<file path="src/rtl/pwm_timer_pkg.sv">
package pwm_timer_pkg;

  // control word bit positions (software-visible layout)
  localparam int CTL_RUN     = 0;
  localparam int CTL_EXTCLK  = 1;
  localparam int CTL_EDGE    = 2;
  localparam int CTL_OE      = 3;
  localparam int CTL_ONESHOT = 4;
  localparam int CTL_IEN     = 5;
  localparam int CTL_PEND    = 6;
  localparam int CTL_CLR     = 7;
  localparam int CTL_CAPT    = 8;
  localparam int CTL_W       = 9;

  typedef enum logic [1:0] {
    REG_COUNT  = 2'd0,
    REG_DUTY   = 2'd1,
    REG_PERIOD = 2'd2,
    REG_CTRL   = 2'd3
  } regSel_e;

  // per-channel write strobes from decode to datapath
  typedef struct packed {
    logic wrDuty;
    logic wrPeriod;
    logic wrCtrl;
  } chanStrobe_t;

endpackage

</file>
<file path="src/rtl/pwm_timer_decode.sv">
module pwm_timer_decode
  import pwm_timer_pkg::*;
#(
  parameter int NUM_CHAN      = 8,
  parameter int CHAN_PER_BANK = 4,
  parameter int DATA_W        = 32,
  parameter int ADDR_W        = 16,
  parameter int BANK_BIT      = 15,
  parameter int STRIDE_LOG2   = 4
) (
  input  logic              clk,
  input  logic              rstN,
  input  logic              busSel,
  input  logic              busWrite,
  input  logic [ADDR_W-1:0] busAddr,
  output chanStrobe_t       strobe  [NUM_CHAN],
  input  logic [DATA_W-1:0] rdCount [NUM_CHAN],
  input  logic [DATA_W-1:0] rdDuty  [NUM_CHAN],
  input  logic [DATA_W-1:0] rdPeriod[NUM_CHAN],
  input  logic [DATA_W-1:0] rdCtrl  [NUM_CHAN],
  output logic [DATA_W-1:0] busRdata
);

  localparam int NUM_BANK   = NUM_CHAN / CHAN_PER_BANK;
  localparam int BANK_W     = (NUM_BANK > 1) ? $clog2(NUM_BANK) : 1;
  localparam int SLOT_W     = $clog2(CHAN_PER_BANK);
  localparam int CHAN_IDX_W = BANK_W + SLOT_W;
  localparam int REG_LSB    = 2;
  localparam int GAP_LSB    = STRIDE_LOG2 + SLOT_W;
  localparam int STB_W      = $bits(chanStrobe_t);

  logic [BANK_W-1:0]     bankIdx;
  logic [SLOT_W-1:0]     slotIdx;
  logic [CHAN_IDX_W-1:0] chanSel;
  regSel_e               regSel;
  logic                  addrHit;
  logic                  wrHit;
  logic [NUM_CHAN*STB_W-1:0] wrVec;

  always_comb begin
    bankIdx = busAddr[BANK_BIT +: BANK_W];
    slotIdx = busAddr[STRIDE_LOG2 +: SLOT_W];
    chanSel = {bankIdx, slotIdx};
    regSel  = regSel_e'(busAddr[REG_LSB +: 2]);
    addrHit = (busAddr[BANK_BIT-1:GAP_LSB] == '0) &&
              (busAddr[REG_LSB-1:0] == '0) &&
              (32'(bankIdx) < NUM_BANK);
    wrHit   = busSel && busWrite && addrHit;
  end

  for (genvar c = 0; c < NUM_CHAN; c++) begin : g_stb
    logic chanHit;
    assign chanHit            = wrHit && (chanSel == CHAN_IDX_W'(c));
    assign strobe[c].wrDuty   = chanHit && (regSel == REG_DUTY);
    assign strobe[c].wrPeriod = chanHit && (regSel == REG_PERIOD);
    assign strobe[c].wrCtrl   = chanHit && (regSel == REG_CTRL);
    assign wrVec[c*STB_W +: STB_W] = strobe[c];
  end

  always_comb begin
    busRdata = '0;
    if (busSel && !busWrite && addrHit) begin
      case (regSel)
        REG_COUNT:  busRdata = rdCount[chanSel];
        REG_DUTY:   busRdata = rdDuty[chanSel];
        REG_PERIOD: busRdata = rdPeriod[chanSel];
        default:    busRdata = rdCtrl[chanSel];
      endcase
    end
  end


  single_write_chk: assert property (@(posedge clk) disable iff (!rstN)
    $onehot0(wrVec));


  no_stray_write_chk: assert property (@(posedge clk) disable iff (!rstN)
    !(busSel && busWrite) |-> (wrVec == '0));

endmodule

</file>
<file path="src/rtl/pwm_timer_chan.sv">
module pwm_timer_chan
  import pwm_timer_pkg::*;
#(
  parameter int DATA_W = 32
) (
  input  logic              clk,
  input  logic              rstN,
  input  chanStrobe_t       strobe,
  input  logic [DATA_W-1:0] wdata,
  output logic [DATA_W-1:0] countOut,
  output logic [DATA_W-1:0] dutyOut,
  output logic [DATA_W-1:0] periodOut,
  output logic [DATA_W-1:0] ctrlOut,
  output logic              pinN,
  output logic              irq
);

  logic [DATA_W-1:0] cntQ, cntD;
  logic [DATA_W-1:0] dutyQ;
  logic [DATA_W-1:0] periodQ;
  logic [CTL_W-1:0]  ctlQ, ctlD;
  logic              wrapNow;

  assign wrapNow = ctlQ[CTL_RUN] && (cntQ == periodQ - DATA_W'(1));

  always_comb begin
    ctlD          = ctlQ;
    ctlD[CTL_CLR] = 1'b0;
    if (wrapNow && ctlQ[CTL_ONESHOT]) ctlD[CTL_RUN] = 1'b0;
    if (strobe.wrCtrl) begin
      ctlD           = wdata[CTL_W-1:0];
      ctlD[CTL_PEND] = ctlQ[CTL_PEND] & wdata[CTL_PEND];
    end
    if (wrapNow) ctlD[CTL_PEND] = 1'b1;
  end

  always_comb begin
    if (strobe.wrCtrl && wdata[CTL_CLR]) cntD = '0;
    else if (ctlQ[CTL_RUN])              cntD = wrapNow ? '0 : cntQ + DATA_W'(1);
    else                                 cntD = cntQ;
  end

  always_ff @(posedge clk or negedge rstN) begin
    if (!rstN) begin
      cntQ    <= '0;
      dutyQ   <= '0;
      periodQ <= '0;
      ctlQ    <= '0;
    end else begin
      cntQ <= cntD;
      ctlQ <= ctlD;
      if (strobe.wrDuty)   dutyQ   <= wdata;
      if (strobe.wrPeriod) periodQ <= wdata;
    end
  end

  assign countOut  = cntQ;
  assign dutyOut   = dutyQ;
  assign periodOut = periodQ;
  assign ctrlOut   = DATA_W'(ctlQ);
  assign pinN      = ~(ctlQ[CTL_RUN] & ctlQ[CTL_OE] & (cntQ < dutyQ));
  assign irq       = ctlQ[CTL_PEND] & ctlQ[CTL_IEN];


  count_step_chk: assert property (@(posedge clk) disable iff (!rstN)
    (ctlQ[CTL_RUN] && !strobe.wrCtrl && !wrapNow) |=> (cntQ == $past(cntQ) + DATA_W'(1)));


  idle_hold_chk: assert property (@(posedge clk) disable iff (!rstN)
    (!ctlQ[CTL_RUN] && !strobe.wrCtrl) |=> $stable(cntQ));


  wrap_pend_chk: assert property (@(posedge clk) disable iff (!rstN)
    wrapNow |=> ctlQ[CTL_PEND]);


  oneshot_stop_chk: assert property (@(posedge clk) disable iff (!rstN)
    (wrapNow && ctlQ[CTL_ONESHOT] && !strobe.wrCtrl) |=> (!ctlQ[CTL_RUN] && cntQ == '0));


  clear_count_chk: assert property (@(posedge clk) disable iff (!rstN)
    (strobe.wrCtrl && wdata[CTL_CLR]) |=> (cntQ == '0 && ctlQ[CTL_CLR]));


  pin_idle_chk: assert property (@(posedge clk) disable iff (!rstN)
    !ctlQ[CTL_OE] |-> pinN);

endmodule

</file>
<file path="src/rtl/pwm_timer_bank.sv">
module pwm_timer_bank
  import pwm_timer_pkg::*;
#(
  parameter int NUM_CHAN      = 8,
  parameter int CHAN_PER_BANK = 4,
  parameter int DATA_W        = 32,
  parameter int ADDR_W        = 16,
  parameter int BANK_BIT      = 15,
  parameter int STRIDE_LOG2   = 4
) (
  input  logic                clk,
  input  logic                rstN,
  input  logic                busSel,
  input  logic                busWrite,
  input  logic [ADDR_W-1:0]   busAddr,
  input  logic [DATA_W-1:0]   busWdata,
  output logic [DATA_W-1:0]   busRdata,
  output logic [NUM_CHAN-1:0] pwmPinN,
  output logic [NUM_CHAN-1:0] irqOut
);

  chanStrobe_t       strobe  [NUM_CHAN];
  logic [DATA_W-1:0] rdCount [NUM_CHAN];
  logic [DATA_W-1:0] rdDuty  [NUM_CHAN];
  logic [DATA_W-1:0] rdPeriod[NUM_CHAN];
  logic [DATA_W-1:0] rdCtrl  [NUM_CHAN];

  pwm_timer_decode #(
    .NUM_CHAN(NUM_CHAN), .CHAN_PER_BANK(CHAN_PER_BANK), .DATA_W(DATA_W),
    .ADDR_W(ADDR_W), .BANK_BIT(BANK_BIT), .STRIDE_LOG2(STRIDE_LOG2)
  ) u_decode (
    .clk(clk), .rstN(rstN), .busSel(busSel), .busWrite(busWrite),
    .busAddr(busAddr), .strobe(strobe), .rdCount(rdCount), .rdDuty(rdDuty),
    .rdPeriod(rdPeriod), .rdCtrl(rdCtrl), .busRdata(busRdata)
  );

  for (genvar c = 0; c < NUM_CHAN; c++) begin : g_chan
    pwm_timer_chan #(.DATA_W(DATA_W)) u_chan (
      .clk(clk), .rstN(rstN), .strobe(strobe[c]), .wdata(busWdata),
      .countOut(rdCount[c]), .dutyOut(rdDuty[c]), .periodOut(rdPeriod[c]),
      .ctrlOut(rdCtrl[c]), .pinN(pwmPinN[c]), .irq(irqOut[c])
    );
  end

endmodule

</file>
<file path="config.mk">
export PLATFORM = sky130hd
export DESIGN_NAME = pwm_timer_bank
export DESIGN_NICKNAME = d
export VERILOG_FILES = /design/src/rtl/pwm_timer_pkg.sv /design/src/rtl/pwm_timer_decode.sv /design/src/rtl/pwm_timer_chan.sv /design/src/rtl/pwm_timer_bank.sv
export SDC_FILE = /design/constraint.sdc
export NUM_CORES = 2
export LEC_CHECK = 0
export ABC_AREA = 1
export CAP_MARGIN = 20
export CORE_UTILIZATION = 30
export DETAILED_ROUTE_END_ITERATION = 8
export DONT_BUFFER_PORTS = 1
export HOLD_SLACK_MARGIN = 0.03
export SLEW_MARGIN = 20
export SYNTH_ARGS = -nofsm -noshare
export SYNTH_HDL_FRONTEND = slang
export SYNTH_SLANG_ARGS = --single-unit
</file>
<file path="constraint.sdc">
create_clock -name clk -period 2.7 [get_ports clk]
set_input_delay 0.54 -clock clk [delete_from_list [all_inputs] [get_ports clk]]
set_output_delay 0.54 -clock clk [all_outputs]
set_load 0.05 [all_outputs]
</file>
# After elaboration in Yosys (flattened, before gate mapping)
# Index checks and enable logic that the tools add are counted.
[totals]
ff_bits = 840
input_bits = 52
out_inout_bits = 48
elab_cells = 292
[classes]
n_addsub = 16
order_cmp = 9
n_eq_ne = 18
n_mux = 62
bitwise = 41
reduce_logical = 90
[op_table]
columns = ["cell", "n"]
rows = [
  ["2-to-1 mux 32 bit", 33],
  ["binary-select mux 32 bit (select 3 bit)", 4],
  ["adder 32 x 1 -> 32 bit (second input constant)", 8],
  ["equality test 32 bit", 8],
  ["< comparator 32 bit", 8],
  ["subtractor 32 x 1 -> 32 bit (second input constant)", 8],
  ["case mux 32 bit (3 select lines)", 1],
  ["2-to-1 mux 8 bit", 8],
  ["logical AND 1 bit", 61],
  ["nonzero test 2 bit", 24],
  ["bitwise AND 1 bit", 32],
  ["2-to-1 mux 1 bit", 16],
  ["equality test 3 bit (second input constant)", 4],
  ["zero test 9 bit", 1],
  ["inverter 1 bit", 8],
  ["equality test 3 x 2 -> 1 bit (second input constant)", 2],
  ["equality test 2 bit (second input constant)", 2],
  [">= comparator 4 bit (second input constant)", 1],
  ["zero test 2 bit", 2],
  ["inverter 3 -> 4 bit", 1],
  ["equality test 3 x 1 -> 1 bit (second input constant)", 1],
  ["zero test 3 bit", 1],
  ["equality test 2 x 1 -> 1 bit (second input constant)", 1],
  ["zero test 1 bit", 1],
]

# Longest topological paths before layout
[depth]
depth_word = 7
ltp_mapped = 17
ltp_nobuf = 17

# By module
# Synthesis repeated with hierarchy kept, for this count alone.
[hier_totals]
cells_unflattened = 9504
hier_area_um2 = 64463.1
[by_module_without_submodules]
columns = ["mod", "instances", "cells_each", "area_per_inst_um2", "seq_area_each_um2"]
rows = [
  ["pwm_timer_chan", 8, 922, 6902.9, 2627.5],
  ["pwm_timer_decode", 1, 2128, 9240.1, 0.0],
]

# Worst setup path before layout
# Ideal clock, no wire load.
[synth_path]
path_type = "input -> output"
startpoint = "in busAddr[4]"
endpoint = "out busRdata[8]"
arrival_time_ns = 2.539
t_required_ns = 2.160
slack_ns = -0.379
cell_stages = 9
path_buffers = 2
cell_sequence = "inv_1 nand2_1 inv_1 clkbuf_1 clkbuf_1 a22oi_1 nand3_1 o311ai_0 a41oi_1"
[synth_between]
elab_chain_cells = 6
elab_cells_between_ends = 15
classes_between = "14 x mux; 1 x bitwise"
[synth_lines]
columns = ["element", "line", "source"]
rows = [
  ["start: declaration", "pwm_timer_bank.sv:15", "input logic [ADDR_W-1:0] busAddr,"],
  ["inverter 3 -> 4 bit (not written as such) *", "--", ""],
  ["binary-select mux 32 bit (select 3 bit) (on tied branches)", "--", ""],
  ["2-to-1 mux 32 bit (on tied branches) (2 in series)", "--", ""],
  ["case mux 32 bit (3 select lines) *", "pwm_timer_decode.sv:63", "case (regSel)"],
  ["2-to-1 mux 32 bit *", "pwm_timer_decode.sv:62", "if (busSel && !busWrite && addrHit) begin"],
  ["end: declaration", "pwm_timer_bank.sv:17", "output logic [DATA_W-1:0] busRdata,"],
]
# Mark *: on every way between the ends. The rest lies on a longest branch, timed or not. The select of a mux whose other input is x is not followed.

# Worst setup path after layout
[layout_path]
startpoint = "reg g_chan[3].u_chan.cntQ[1]"
endpoint = "out pwmPinN[3]"
[layout_between]
elab_chain_cells = 3
[layout_lines]
columns = ["element", "line", "source"]
rows = [
  ["start: declaration", "pwm_timer_chan.sv:18", "logic [DATA_W-1:0] cntQ, cntD;"],
  ["start signal: assignment", "pwm_timer_chan.sv:50", "cntQ <= cntD;"],
  ["< comparator 32 bit", "pwm_timer_chan.sv:61", "assign pinN = ~(ctlQ[CTL_RUN] & ctlQ[CTL_OE] & (cntQ < dutyQ));"],
  ["bitwise AND 1 bit", "pwm_timer_chan.sv:61", ""],
  ["inverter 1 bit", "pwm_timer_chan.sv:61", ""],
  ["end: declaration", "pwm_timer_bank.sv:18", "output logic [NUM_CHAN-1:0] pwmPinN,"],
]
# No other way between the ends.

==> impl_metrics.tcl <==
set metrics [dict create \
    h-tree-depth 3 \
    routed_via_density 5.386 \
    ys_ff_latch 840 \
    vias 68930 \
    gp_congestion 1.058 \
    path_delay_family "simple AND/OR/NAND/NOR gates" \
    fin_ws_ps -685.3 \
    syn_area_um2 61840 \
    final-setup-viol-count 40 \
    fin_area_um2 85260 \
    io_pins 100 \
    area_delta_synth_final_pct 37.89 \
    period_share_pct 125.4 \
    synthArstFlopShare_pct 100.0 \
    worstPathRequired_ps 2160 \
    drtIter0Drc 7935 \
    maxSlewViolCount 0 \
    portBuffers 0 \
    min_to "g_chan[4].u_chan.countOut[6]" \
    status "finished, violations left" \
    dpl-instance-area_um2 75120 \
    final_antenna_net_count 0 \
    final.setup.tns_ps -16990 \
    power.density_nw_per_um2 398.6 \
    layout_min_cycle_time_ps 3385 \
    wl_per_cell_um 29.76 \
    holdPathStages 5 \
    cp_num_buf_inv 2 \
    critPathKind "flip-flop to primary output" \
    reg2reg_from "g_chan[2].u_chan.periodOut[4]" \
    synth_cells 8831 \
    n_fill_cell 21070 \
    hp-class "primary input to flip-flop" \
    clock-sinks 840 \
    fp.dieW_um 456 \
    wirelength_um 380900 \
    cp.arrival_ps 2850 \
    rsz0062_at_grt "yes" \
    grt_pass1_wl_um 519400 \
    register_area_um2 21200 \
    r2r.worst_path.cells 14 \
    leakage_nw 40.60 \
    core_um2 204800 \
    rrSetupSlack_ps 10 \
    slowest_delay_ps 420 \
    cap_violations 0 \
    cts_root_buf "clkbuf_16" \
    crit_fanout 2 \
    start_util_pct 30.19 \
    grt_pass1_vias 66330 \
    cp-end-kind "primary output" \
    cts_tree "yes" \
    rows 166 \
    cts-buffers-inserted 107 \
    antenna_found_initial 30 \
    drc 0 \
    synth_edf_count 0 \
    drive_above_1_share_pct 28.78 \
    skew_ps 34.05 \
    dpl.hpwl_um 303100 \
    slew_headroom_pct 29.61 \
    grt_overflow 0 \
    grt_max_degree 150 \
    synth-main-ff-cell "dfrtp_1" \
    die_h_um 456 \
    hold_violations 0 \
    ys_top_cells_by_count "nand2_1, inv_1, dfrtp_1" \
    clk_latency_ps 820 \
    num-nets-final 10320 \
    track_usage_pct 35.58 \
    utilization_pct 41.63 \
    synthTopCellsByArea "dfrtp_1, nand2_1, inv_1" \
    yosys_warnings 0 \
    yosysSeqAreaShare_pct 33.99 \
    synth_largest_area_cell "dfrtp_1" \
    synthMostInstantiatedCell "nand2_1" \
    peakVddDrop_mv 0.4980 \
    p_total_w 0.03399 \
    cp_cell_sequence "ha_4 -> o21ai_2 -> nand2_1 -> nand3_1 -> nand2_1 -> nand3_2 -> a21oi_4 -> o21ai_2 -> nand2_2 -> buf_8 -> nand2_4 -> nand4_1 -> buf_12" \
    fmax_mhz 295.4 \
    tightest_slew_ps 1052 \
    whs_ps 83.69 \
    clkTransAtPathRegs_ps 60 \
    clk_path_buf_depth 3 \
    r2r_end "g_chan[2].u_chan.countOut[28]" \
    multiInputGateArea_um2 39010 \
    synth.distinct_cells 66 \
    synth_top_cell_area_share_pct 33.99 \
    dr.pass1.iters 8 \
    worstHoldStart "busWdata[7]" \
    violations "negative setup slack" \
    avgSynthCellArea_um2 7.002 \
    die_area_um2 207900 \
    synth_nets 9147 \
    cp-start-kind "flip-flop" \
    crit_slowest_cell "dfrtp_1" \
]
==> registers in the layout, indices dropped and copies added (netlist names) <==
signal                   count
g_chan.u_chan.dutyOut      256
g_chan.u_chan.periodOut    256
g_chan.u_chan.countOut     256
g_chan.u_chan.ctlQ          72
==> layout make-up <==
type | count | area share (%)
multi-input cells | 6540 | 45.75
flip-flops and latches | 840 | 24.86
repair buffers | 1513 | 16.26
inverters | 1000 | 4.655
well taps | 2688 | 3.944
clock buffers | 148 | 3.592
clock inverters | 48 | 0.8746
diodes | 20 | 0.05870
==> cell usage in the layout, fill, tap and decap left out, types with 150 or more instances in the layout <==
master and instances:
ha_1 224, inv_1 762, buf_4 1245, o21ai_0 594, xor2_1 395, a21oi_1 150
nand4_1 161, nand3_1 294, dfrtp_1 697, buf_12 159, nor2_1 759, inv_2 170
nand2_1 2352
==> power by group <==
group          leakage, nW  switching (W)  internal [W]
combinational         27.4        0.00322       0.00167
sequential            11.4       0.000192        0.0127
clock                 1.87        0.00670       0.00947
==> worst max path at each step <==
stage / endpoint / cells after the start / slack, ps / start
2_1_floorplan: busRdata[8] / 9 / -60 / busAddr[4]
3_3_place_gp: busRdata[20] / 13 / -470 / busAddr[5]
3_5_place_dp: busRdata[20] / 13 / -470 / busAddr[5]
4_1_cts: pwmPinN[3] / 13 / -730 / g_chan[3].u_chan.countOut[1]
5_1_grt: pwmPinN[3] / 13 / -750 / g_chan[3].u_chan.countOut[1]
6_report: pwmPinN[3] / 13 / -690 / g_chan[3].u_chan.countOut[1]
==> metal layers <==
| metal | share of wire (%) | routed length, µm | global-route usage (%) | up-vias |
|---|---|---|---|---|
| li1 | - | - | - | 31120 |
| met1 | 38 | 145600 | 43.25 | 33530 |
| met2 | 45 | 170900 | 56.67 | 3394 |
| met3 | 7.7 | 29440 | 5.629 | 879 |
| met4 | 9.1 | 34820 | 26.74 | 8 |
| met5 | 0.013 | 51 | 0 | - |
==> logic make-up (layout without fill, tap and decap cells) <==
group                      count (synthesis)  count (layout)  share of synthesized area [%]
AOI/OAI and AO/OA                       1497            1497                          14.31
xor gates and xnor gates                 531             531                          7.556
adders and majority gates                264             264                          5.342
buffers and inverters                   1451            2709                          9.362
DFF                                      840             840                          33.99
other                                      0              20                              0
and+or+nand+nor                         4248            4248                          29.44
==> tightest hold or removal path: cells and delay by family <==
kind             cells  cell delay (ps)
and+or+nand+nor      5              320
==> per-stage QoR <==
stage / setup slack (ps) / cells
3_5_place_dp: -472.2 / 12390
5_1_grt: -745.3 / 12790
6_report: -685.3 / 12800
3_3_place_gp: -467.1 / 12390
2_1_floorplan: -63.74 / 8831
4_1_cts: -728.7 / 12700
==> repair_timing <==
| action | in CTS | in global routing |
|---|---|---|
| buffers inserted | 137 | 97 |
| endpoints found under the hold margin | 83 | 0 |
| gates resized for setup | 757 | 549 |
| cloned | 2 | 5 |
| setup endpoints to repair | 115 | 300 |
| hold buffers | 5 | 0 |
| pin swaps | 206 | 232 |
No activity file was read; power rests on OpenSTA's default activity.
